`src/rtl/burst_rd_pkg.sv`:
```
package burst_rd_pkg;
  typedef enum logic {ST_IDLE = 1'b0, ST_RUN = 1'b1} eng_state_e;
endpackage

```
`src/rtl/rd_fifo.sv`:
```
module rd_fifo #(
  parameter int DW    = 32,
  parameter int DEPTH = 8,
  localparam int PW   = (DEPTH > 1) ? $clog2(DEPTH) : 1,
  localparam int CW   = $clog2(DEPTH + 1)
) (
  input  logic          clk_i,
  input  logic          rst_ni,
  input  logic          push_i,
  input  logic [DW-1:0] wdata_i,
  input  logic          pop_i,
  output logic [DW-1:0] head_o,
  output logic          empty_o,
  output logic [CW-1:0] count_o
);
  logic [DW-1:0] mem_q [DEPTH];
  logic [PW-1:0] wr_q, rd_q;
  logic [CW-1:0] cnt_q;
  logic          do_pop;

  assign do_pop  = pop_i && (cnt_q != '0);
  assign empty_o = (cnt_q == '0);
  assign head_o  = mem_q[rd_q];
  assign count_o = cnt_q;

  function automatic logic [PW-1:0] nxt(input logic [PW-1:0] p);
    return (p == PW'(DEPTH - 1)) ? '0 : p + 1'b1;
  endfunction

  always_ff @(posedge clk_i) begin
    if (push_i) mem_q[wr_q] <= wdata_i;
  end

  always_ff @(posedge clk_i or negedge rst_ni) begin
    if (!rst_ni) begin
      wr_q  <= '0;
      rd_q  <= '0;
      cnt_q <= '0;
    end else begin
      if (push_i) wr_q <= nxt(wr_q);
      if (do_pop) rd_q <= nxt(rd_q);
      case ({push_i, do_pop})
        2'b10:   cnt_q <= cnt_q + 1'b1;
        2'b01:   cnt_q <= cnt_q - 1'b1;
        default: cnt_q <= cnt_q;
      endcase
    end
  end
endmodule

```
`src/rtl/burst_issuer.sv`:
```
module burst_issuer
  import burst_rd_pkg::*;
#(
  parameter int AW    = 32,
  parameter int LW    = 16,
  parameter int BYTES = 4,
  parameter int EMB   = 4,
  parameter int DEPTH = 8,
  localparam int BCW  = $clog2(EMB) + 1,
  localparam int CW   = $clog2(DEPTH + 1),
  localparam int SW   = CW + 2
) (
  input  logic           clk_i,
  input  logic           rst_ni,
  input  logic           cmd_valid_i,
  output logic           cmd_ready_o,
  input  logic [AW-1:0]  cmd_addr_i,
  input  logic [LW-1:0]  cmd_len_i,
  input  logic           cmd_incr_i,
  output logic           mem_read_o,
  output logic [AW-1:0]  mem_addr_o,
  output logic [BCW-1:0] mem_burst_o,
  input  logic           mem_wait_i,
  input  logic           mem_rvalid_i,
  input  logic [CW-1:0]  buf_cnt_i
);
  eng_state_e    state_q;
  logic [AW-1:0] addr_q;
  logic [LW-1:0] rem_q;
  logic          incr_q;
  logic [CW-1:0] outst_q;
  logic [BCW-1:0] blen;
  logic          room, fire, take;
  logic [SW-1:0] outst_nx;

  // burst length choice depends on whether bursts exist at all
  generate
    if (EMB == 1) begin : g_single
      assign blen = BCW'(1);
    end else begin : g_burst
      logic [LW-1:0] clamp;
      assign clamp = (rem_q < LW'(EMB)) ? rem_q : LW'(EMB);
      assign blen  = incr_q ? clamp[BCW-1:0] : BCW'(1);
    end
  endgenerate

  // space for the whole burst: buffered + in flight + this one
  assign room = (SW'(buf_cnt_i) + SW'(outst_q) + SW'(blen)) <= SW'(DEPTH);

  assign cmd_ready_o = (state_q == ST_IDLE);
  assign mem_read_o  = (state_q == ST_RUN) && room;
  assign mem_addr_o  = addr_q;
  assign mem_burst_o = blen;
  assign fire        = mem_read_o && !mem_wait_i;
  assign take        = cmd_valid_i && cmd_ready_o && (cmd_len_i != '0);

  assign outst_nx = SW'(outst_q) + (fire ? SW'(blen) : '0) - (mem_rvalid_i ? SW'(1) : '0);

  always_ff @(posedge clk_i or negedge rst_ni) begin
    if (!rst_ni) begin
      state_q <= ST_IDLE;
      addr_q  <= '0;
      rem_q   <= '0;
      incr_q  <= 1'b0;
      outst_q <= '0;
    end else begin
      outst_q <= outst_nx[CW-1:0];
      if (take) begin
        state_q <= ST_RUN;
        addr_q  <= cmd_addr_i;
        rem_q   <= cmd_len_i;
        incr_q  <= cmd_incr_i;
      end else if (fire) begin
        rem_q <= rem_q - LW'(blen);
        if (incr_q) addr_q <= addr_q + AW'(blen) * AW'(BYTES);
        if (rem_q == LW'(blen)) state_q <= ST_IDLE;
      end
    end
  end
endmodule

```
`src/rtl/burst_rd_engine.sv`:
```
module burst_rd_engine #(
  parameter int AW        = 32,
  parameter int DW        = 32,
  parameter int LW        = 16,
  parameter int MAX_BURST = 4,
  parameter bit BURST_EN  = 1'b1,
  localparam int EMB      = BURST_EN ? MAX_BURST : 1,
  localparam int DEPTH    = 2 * EMB,
  localparam int BCW      = $clog2(EMB) + 1,
  localparam int CW       = $clog2(DEPTH + 1)
) (
  input  logic           clk_i,
  input  logic           rst_ni,
  input  logic           cmd_valid_i,
  output logic           cmd_ready_o,
  input  logic [AW-1:0]  cmd_addr_i,
  input  logic [LW-1:0]  cmd_len_i,
  input  logic           cmd_incr_i,
  output logic           mem_read_o,
  output logic [AW-1:0]  mem_addr_o,
  output logic [BCW-1:0] mem_burst_o,
  input  logic           mem_wait_i,
  input  logic           mem_rvalid_i,
  input  logic [DW-1:0]  mem_rdata_i,
  output logic           out_valid_o,
  input  logic           out_ready_i,
  output logic [DW-1:0]  out_data_o
);
  logic [CW-1:0] buf_cnt;
  logic          buf_empty;

  burst_issuer #(
    .AW(AW), .LW(LW), .BYTES(DW / 8), .EMB(EMB), .DEPTH(DEPTH)
  ) u_issuer (
    .clk_i        (clk_i),
    .rst_ni       (rst_ni),
    .cmd_valid_i  (cmd_valid_i),
    .cmd_ready_o  (cmd_ready_o),
    .cmd_addr_i   (cmd_addr_i),
    .cmd_len_i    (cmd_len_i),
    .cmd_incr_i   (cmd_incr_i),
    .mem_read_o   (mem_read_o),
    .mem_addr_o   (mem_addr_o),
    .mem_burst_o  (mem_burst_o),
    .mem_wait_i   (mem_wait_i),
    .mem_rvalid_i (mem_rvalid_i),
    .buf_cnt_i    (buf_cnt)
  );

  rd_fifo #(.DW(DW), .DEPTH(DEPTH)) u_buf (
    .clk_i   (clk_i),
    .rst_ni  (rst_ni),
    .push_i  (mem_rvalid_i),
    .wdata_i (mem_rdata_i),
    .pop_i   (out_ready_i),
    .head_o  (out_data_o),
    .empty_o (buf_empty),
    .count_o (buf_cnt)
  );

  assign out_valid_o = !buf_empty;
endmodule

```
`config.mk`:
```
export PLATFORM = sky130hd
export DESIGN_NAME = burst_rd_engine
export DESIGN_NICKNAME = d
export VERILOG_FILES = /design/src/rtl/burst_rd_pkg.sv /design/src/rtl/rd_fifo.sv /design/src/rtl/burst_issuer.sv /design/src/rtl/burst_rd_engine.sv
export SDC_FILE = /design/constraint.sdc
export NUM_CORES = 1
export LEC_CHECK = 0
export BUFFER_PORTS_ARGS = -buffer_cell sky130_fd_sc_hd__buf_2
export CAP_MARGIN = 20
export CORE_ASPECT_RATIO = 0.8
export CORE_MARGIN = 5
export CORE_UTILIZATION = 30
export DETAILED_ROUTE_END_ITERATION = 7
export HOLD_SLACK_MARGIN = 0.08
export PLACE_DENSITY = 0.48
export SYNTH_ARGS = -nofsm -noshare
export SYNTH_HDL_FRONTEND = slang
export SYNTH_SLANG_ARGS = --single-unit
```
`constraint.sdc`:
```
create_clock -name clk_i -period 14.05 [get_ports clk_i]
set_input_delay 4.215 -clock clk_i [delete_from_list [all_inputs] [get_ports clk_i]]
set_output_delay 4.215 -clock clk_i [all_outputs]
set_load 0.02 [all_outputs]
```
Word level (Yosys, flattened, before mapping)
Memory sizes are Yosys's and may differ from the RTL's.
Cells that the tools add are included.
{"block": "totals", "mem_bits_rw": 256, "mem_bits_ro": 0, "output_inout_bits": 70, "n_memories": 1, "latchBits": 0, "input_bits": 87, "regBits": 64, "wordCells": 60}
{"memory": "u_buf.mem_q", "words": 8, "width": 32, "read_ports": 1, "rd_ports_with_merged_regs": 0, "write_ports": 1, "line": "rd_fifo.sv:16", "rtl": "logic [DW-1:0] mem_q [DEPTH];"}
{"block": "op_classes", "n_reduce_logical": 16, "div": 0, "magnitude_cmp": 2, "n_mul": 0, "n_eq_ne": 5, "bitwise_logic": 1, "mux": 17, "addsub": 10, "shift": 0}
{"op": "$mux W32", "n": 3}
{"op": "$add A32 B5 Y32", "n": 1}
{"op": "$mux W16", "n": 2}
{"op": "$eq A16 B3 Y1", "n": 1}
{"op": "$lt A16 B3 Y1 const B", "n": 1}
{"op": "$reduce_bool A16 Y1", "n": 1}
{"op": "$sub A16 B3 Y16", "n": 1}
{"op": "$mux W3", "n": 5}
{"op": "$pmux W4 S2", "n": 1}
{"op": "$reduce_bool A2 Y1", "n": 4}
{"op": "$add A3 B1 Y3 const B", "n": 2}
{"op": "$add A6 B3 Y6", "n": 1}
{"op": "$eq A3 B3 Y1 const B", "n": 2}
{"op": "$le A6 B4 Y1 const B", "n": 1}
{"op": "$mux W1", "n": 6}
{"op": "$add A4 B4 Y5", "n": 1}
{"op": "$logic_and A1 B1 Y1", "n": 5}
{"op": "$add A4 B1 Y4 const B", "n": 1}
{"op": "$add A4 B4 Y4", "n": 1}
{"op": "$logic_not A4 Y1", "n": 1}
{"op": "$reduce_and A2 Y1", "n": 2}
{"op": "$reduce_bool A4 Y1", "n": 1}
{"op": "$sub A4 B1 Y4 const B", "n": 1}
{"op": "$sub A4 B4 Y4", "n": 1}
{"op": "other kinds (4)", "n": 5}

Logic depth before layout (Yosys ltp)
{"block": "logic_depth", "depth_word": 10, "depth_mapped": 21, "depth_no_buf": 19}

By module
A second synthesis with hierarchy kept.
{"block": "unflattened", "cells_unflattened": 843, "hier_area_um2": 13877.1}
{"mod": "rd_fifo", "area_per_inst_um2": 10262.3, "seq_area_each_um2": 7937.6, "n_inst": 1, "cells_each": 435}
{"mod": "burst_issuer", "area_per_inst_um2": 3611.0, "seq_area_each_um2": 1351.3, "n_inst": 1, "cells_each": 407}
{"mod": "burst_rd_engine", "area_per_inst_um2": 3.8, "seq_area_each_um2": 0.0, "n_inst": 1, "cells_each": 1}

Least setup slack after synthesis
No wires, ideal clock.
{"block": "synth_timing", "path_type": "register -> output", "startpoint": "register u_issuer.rem_q[8]", "endpoint": "output mem_read_o", "t_required_ps": 9835, "path_slack_ps": 6711, "path_stages_with_launch": 14, "n_path_buf": 0, "arrival_time_ps": 3124, "path_cell_list": "dfrtp_1 > nor4_1 > nand4_1 > nor2_1 > nand2_1 > nand2_1 > ha_1 > inv_1 > fa_1 > nor3b_1 > and3b_1 > a21oi_1 > o21ai_0 > a31o_2"}
{"block": "synth_between", "elab_chain_cells": 6}
{"element": "start: declaration", "line": "burst_issuer.sv:29", "rtl": "logic [LW-1:0] rem_q;"}
{"element": "start signal: assignment", "line": "burst_issuer.sv:71", "rtl": "rem_q <= cmd_len_i;"}
{"element": "start signal: assignment", "line": "burst_issuer.sv:74", "rtl": "rem_q <= rem_q - LW'(blen);"}
{"element": "$lt A16 B3 Y1", "line": "burst_issuer.sv:42", "rtl": "assign clamp = (rem_q < LW'(EMB)) ? rem_q : LW'(EMB);"}
{"element": "$mux W3", "line": "burst_issuer.sv:42"}
{"element": "$mux W3", "line": "burst_issuer.sv:43", "rtl": "assign blen = incr_q ? clamp[BCW-1:0] : BCW'(1);"}
{"element": "named net mem_burst_o[0]", "line": "burst_rd_engine.sv:21", "rtl": "output logic [BCW-1:0] mem_burst_o,"}
{"element": "$add A6 B3 Y6", "line": "burst_issuer.sv:48", "rtl": "assign room = (SW'(buf_cnt_i) + SW'(outst_q) + SW'(blen)) <= SW'(DEPTH);"}
{"element": "$le A6 B4 Y1", "line": "burst_issuer.sv:48"}
{"element": "$logic_and A1 B1 Y1", "line": "burst_issuer.sv:51", "rtl": "assign mem_read_o = (state_q == ST_RUN) && room;"}
{"element": "end: declaration", "line": "burst_rd_engine.sv:19", "rtl": "output logic mem_read_o,"}
The timed path passes the listed nets, and every way through them passes these cells.

Worst setup path after layout
{"block": "layout_timing", "startpoint": "register u_issuer.rem_q[8]", "endpoint": "output mem_read_o"}
{"block": "layout_between", "elab_chain_cells": 6}
{"element": "$lt A16 B3 Y1", "line": "burst_issuer.sv:42"}
{"element": "$mux W3", "line": "burst_issuer.sv:42"}
{"element": "$mux W3", "line": "burst_issuer.sv:43"}
{"element": "$add A6 B3 Y6", "line": "burst_issuer.sv:48"}
{"element": "$le A6 B4 Y1", "line": "burst_issuer.sv:48"}
{"element": "$logic_and A1 B1 Y1", "line": "burst_issuer.sv:51"}
Every way passes these cells.

==> key figures <==
STA
  • Post-route setup slack: 5.47 ns
  • Final worst path period share: 61.1%
  • Final hold viol count: 0
  • # setup viols final: 0
  • Fmax: 117 MHz
  • Pins Over Slew Limit: 0
  • Hold slack: 0.485 ns
  • Tightest Pin Transition: 1.04 ns
  • Setup TNS: 0 ns
  • Slew margin rel.: 30.1%
  • Min Tclk post-route: 8.58 ns
  • Worst Skew: 0.0114 ns
  • RSZ-0062 raised after global routing: false

Detailed routing
  • First DRT Iteration DRCs: 573
  • Via density: 4.88
  • WL/cell: 20.4 µm
  • Drc violations: 0
  • Remaining antenna violation count after routing: 0
  • Via count: 8,329
  • DRT Pass-1 Iters: 5
  • Routed wire length: 34.9 mm

Yosys
  • Post-synth EDFFs: 256
  • Netlist Area Pre-Place: 14,200 µm²
  • Yosys warns: 0
  • Area contributors post-synth: edfxtp_1 (54%), dfrtp_1 (11%), mux4_2 (10%)
  • Post-synthesis cell type count: 62
  • Mapped Nets: 1,010
  • Synth area leader: edfxtp_1
  • Avg Inst Size Synth: 15.9 µm²
  • Top FF cell, synth: edfxtp_1
  • Flops & latches, synth: 320
  • FFs w/ async S/R, synth: 20.0%
  • Synth Instances: 893
  • Synth top area share: 54.2%
  • Seq/Total Area, Yosys: 65.5%

Global routing
  • First-pass GRT wire length: 54.1 mm
  • Met2 Use GR: 21.3%
  • GRT Total Usage: 13.4%
  • Number of global-route vias before repair: 8,811
  • Largest net degree at the start of global routing: 65
  • GR peak layer: met2
  • Grt total ovfl: 0
  • Initial antenna violation count: 1
  • Met1 GRT Util: 19.0%
  • Met3 usage: 2.94%

Power
  • Leakage: 5.95 nW
  • Worst vdd ir: 0.0863 mV
  • Pwr per Cell Area: 224 nW/µm²
  • Total power: 0.00382 W

Floorplan
  • Placeable Area: 46,900 µm²
  • Die Width: 253 µm
  • Die area: 51,800 µm²
  • Initial Util: 30.3%
  • I/O Pins: 157
  • Placement Rows: 71
  • Die H: 205 µm

Critical path
  • CP delay by family, top: simple AND/OR/NAND/NOR gates
  • Crit path launch type: flip-flop
  • Slowest cell on the critical path: nor4_1
  • Crit-path max cell delay: 0.87 ns
  • Crit path capture type: primary output
  • CP Max Fanout: 6
  • Most frequent CP cell: nand2_1
  • CP Class: reg -> out
  • CP required: 9.84 ns
  • Worst path bufs/invs: 2
  • CP Data Arrival Time: 4.37 ns
  • CP cell instances: nor4_1, nand4_1, nor2_1, nand2_1, nand2_1, ha_1, inv_1, fa_1, nor3b_1, and3b_1, a21oi_1, o21ai_0, a31o_2, buf_2
  • Flop-to-flop setup slack: 8.26 ns

Placed design
  • IO Port Bufs: 156
  • Setup WS pre-CTS: 6.08 ns
  • DP HPWL: 22.1 mm
  • Final GP Congestion: 0.821

Clock network
  • CTS tree: built
  • Clk_lat worst skew: 0.53 ns
  • H-tree lvl count: 2
  • Total CTS buffers: 37
  • Clock slew at reported path FFs: 0.06 ns
  • Post_cts resized: 0
  • Hold_buf cts: 0
  • CTS max path bufs: 3
  • Clock root buffer: clkbuf_16
  • CTS Sinks: 320
  • Setup Buffers After CTS: 0

Finish
  • Share of cells above drive strength 1: 33.5%
  • Final core occ: 36.3%
  • Area of the multi-input gates: 4670 µm²
  • Fillers: 4,490
  • Register Area: 9300 µm²
  • Area Growth Syn to Fin: 19.9%
  • Total Nets Final: 1,178

Job
  • Max Cap Viol: 0

Worst hold path
  • Hold Crit Class: reg -> reg

Outcome
  • Status: complete, no violations
==> power breakdown <==
group / switching [W] / internal [W]
registers: 0.000175 / 0.00121
logic: 0.000846 / 0.000622
clock network: 0.000386 / 0.000579
==> layout make-up <==
| cell class | count | area share [%] |
|---|---|---|
| timing repair buffer | 174 | 5.45 |
| antenna | 1 | 0.0147 |
| multi-input combinational | 493 | 27.4 |
| clock inverter | 19 | 1.36 |
| clock buffer | 46 | 5.82 |
| inverter | 35 | 0.772 |
| tap | 620 | 4.56 |
| sequential | 320 | 54.6 |
==> worst min-delay path: stages (launching register included) <==
cell and delay, ns:
dfrtp_1 0.34, nand2_1 0.05, nand2_1 0.06
==> cell usage after synthesis (all sizes together) (5+ instances only) <==
library cell	count
edfxtp	256
nand2	72
dfrtp	64
mux4	64
nor2	37
mux2	36
o21ai	36
inv	35
xnor2	33
a21oi	30
clkbuf	28
ha	24
a2111oi	17
buf	17
nand3	17
a211oi	12
a21o	12
nor4	11
nand4	8
fa	6
nor3	6
xor2	6
nand2b	5
or4	5
==> through the flow <==
stage                     instance area, µm²  cells
final                                  17000   1708
after global routing                   17000   1707
after CTS                              17000   1707
after detailed placement               15800   1642
after global placement                 15800   1641
after floorplan                        14200    893
==> layout by cell type (no fill, tap or decap), types with 7 or more instances in the layout <==
cell type,n
clkbuf_1,7
nand3_1,17
edfxtp_1,256
nor2_1,31
dfrtp_1,61
buf_4,17
buf_2,156
ha_1,24
a2111oi_2,11
a211oi_1,12
inv_1,35
clkbuf_16,38
nor4_1,11
nand4_1,8
nand2_1,72
a21oi_1,30
xnor2_1,33
a21o_1,12
mux4_2,64
mux2_2,36
o21ai_0,30
==> sequential cells by signal, indices dropped and copies added (netlist names) <==
signal,count
u_issuer.rem_q,16
u_issuer.outst_q,4
u_issuer.state_q,1
u_buf.rd_q,3
u_buf.wr_q,3
u_issuer.mem_addr_o,32
u_buf.count_o,4
u_buf.mem_q,256
u_issuer.incr_q,1
==> worst paths after layout <==
check                                                    from                             endpoint  depth (start not counted)
max                             u_issuer.rem_q[8]$_DFFE_PN0P_                           mem_read_o                         14
min                        u_issuer.mem_addr_o[1]$_DFFE_PN0P_   u_issuer.mem_addr_o[1]$_DFFE_PN0P_                          2
max reg2reg                     u_issuer.rem_q[8]$_DFFE_PN0P_        u_issuer.outst_q[3]$_DFF_PN0_                         20
min reg2reg                u_issuer.mem_addr_o[1]$_DFFE_PN0P_   u_issuer.mem_addr_o[1]$_DFFE_PN0P_                          2
max in group asynchronous                              rst_ni            u_buf.rd_q[0]$_DFFE_PN0P_                          2
min in group asynchronous                              rst_ni  u_issuer.mem_addr_o[11]$_DFFE_PN0N_                          2
==> per-layer routing <==
layer | routed length, µm | share of wire, %
met5 | 7 | 0.020
met4 | 610 | 1.7
met3 | 1740 | 5.0
met2 | 16400 | 47
met1 | 16200 | 46
==> kinds of logic after synthesis <==
kind of cell | after synthesis | synth area share (%)
AOI/OAI and AO/OA | 141 | 7.79
adders and majority gates | 30 | 2.96
xor gates and xnor gates | 39 | 2.41
muxes | 101 | 13.1
DFF | 320 | 65.5
and+or+nand+nor | 182 | 6.12
buffers and inverters | 80 | 2.19
(Power assumes the default switching activity.)
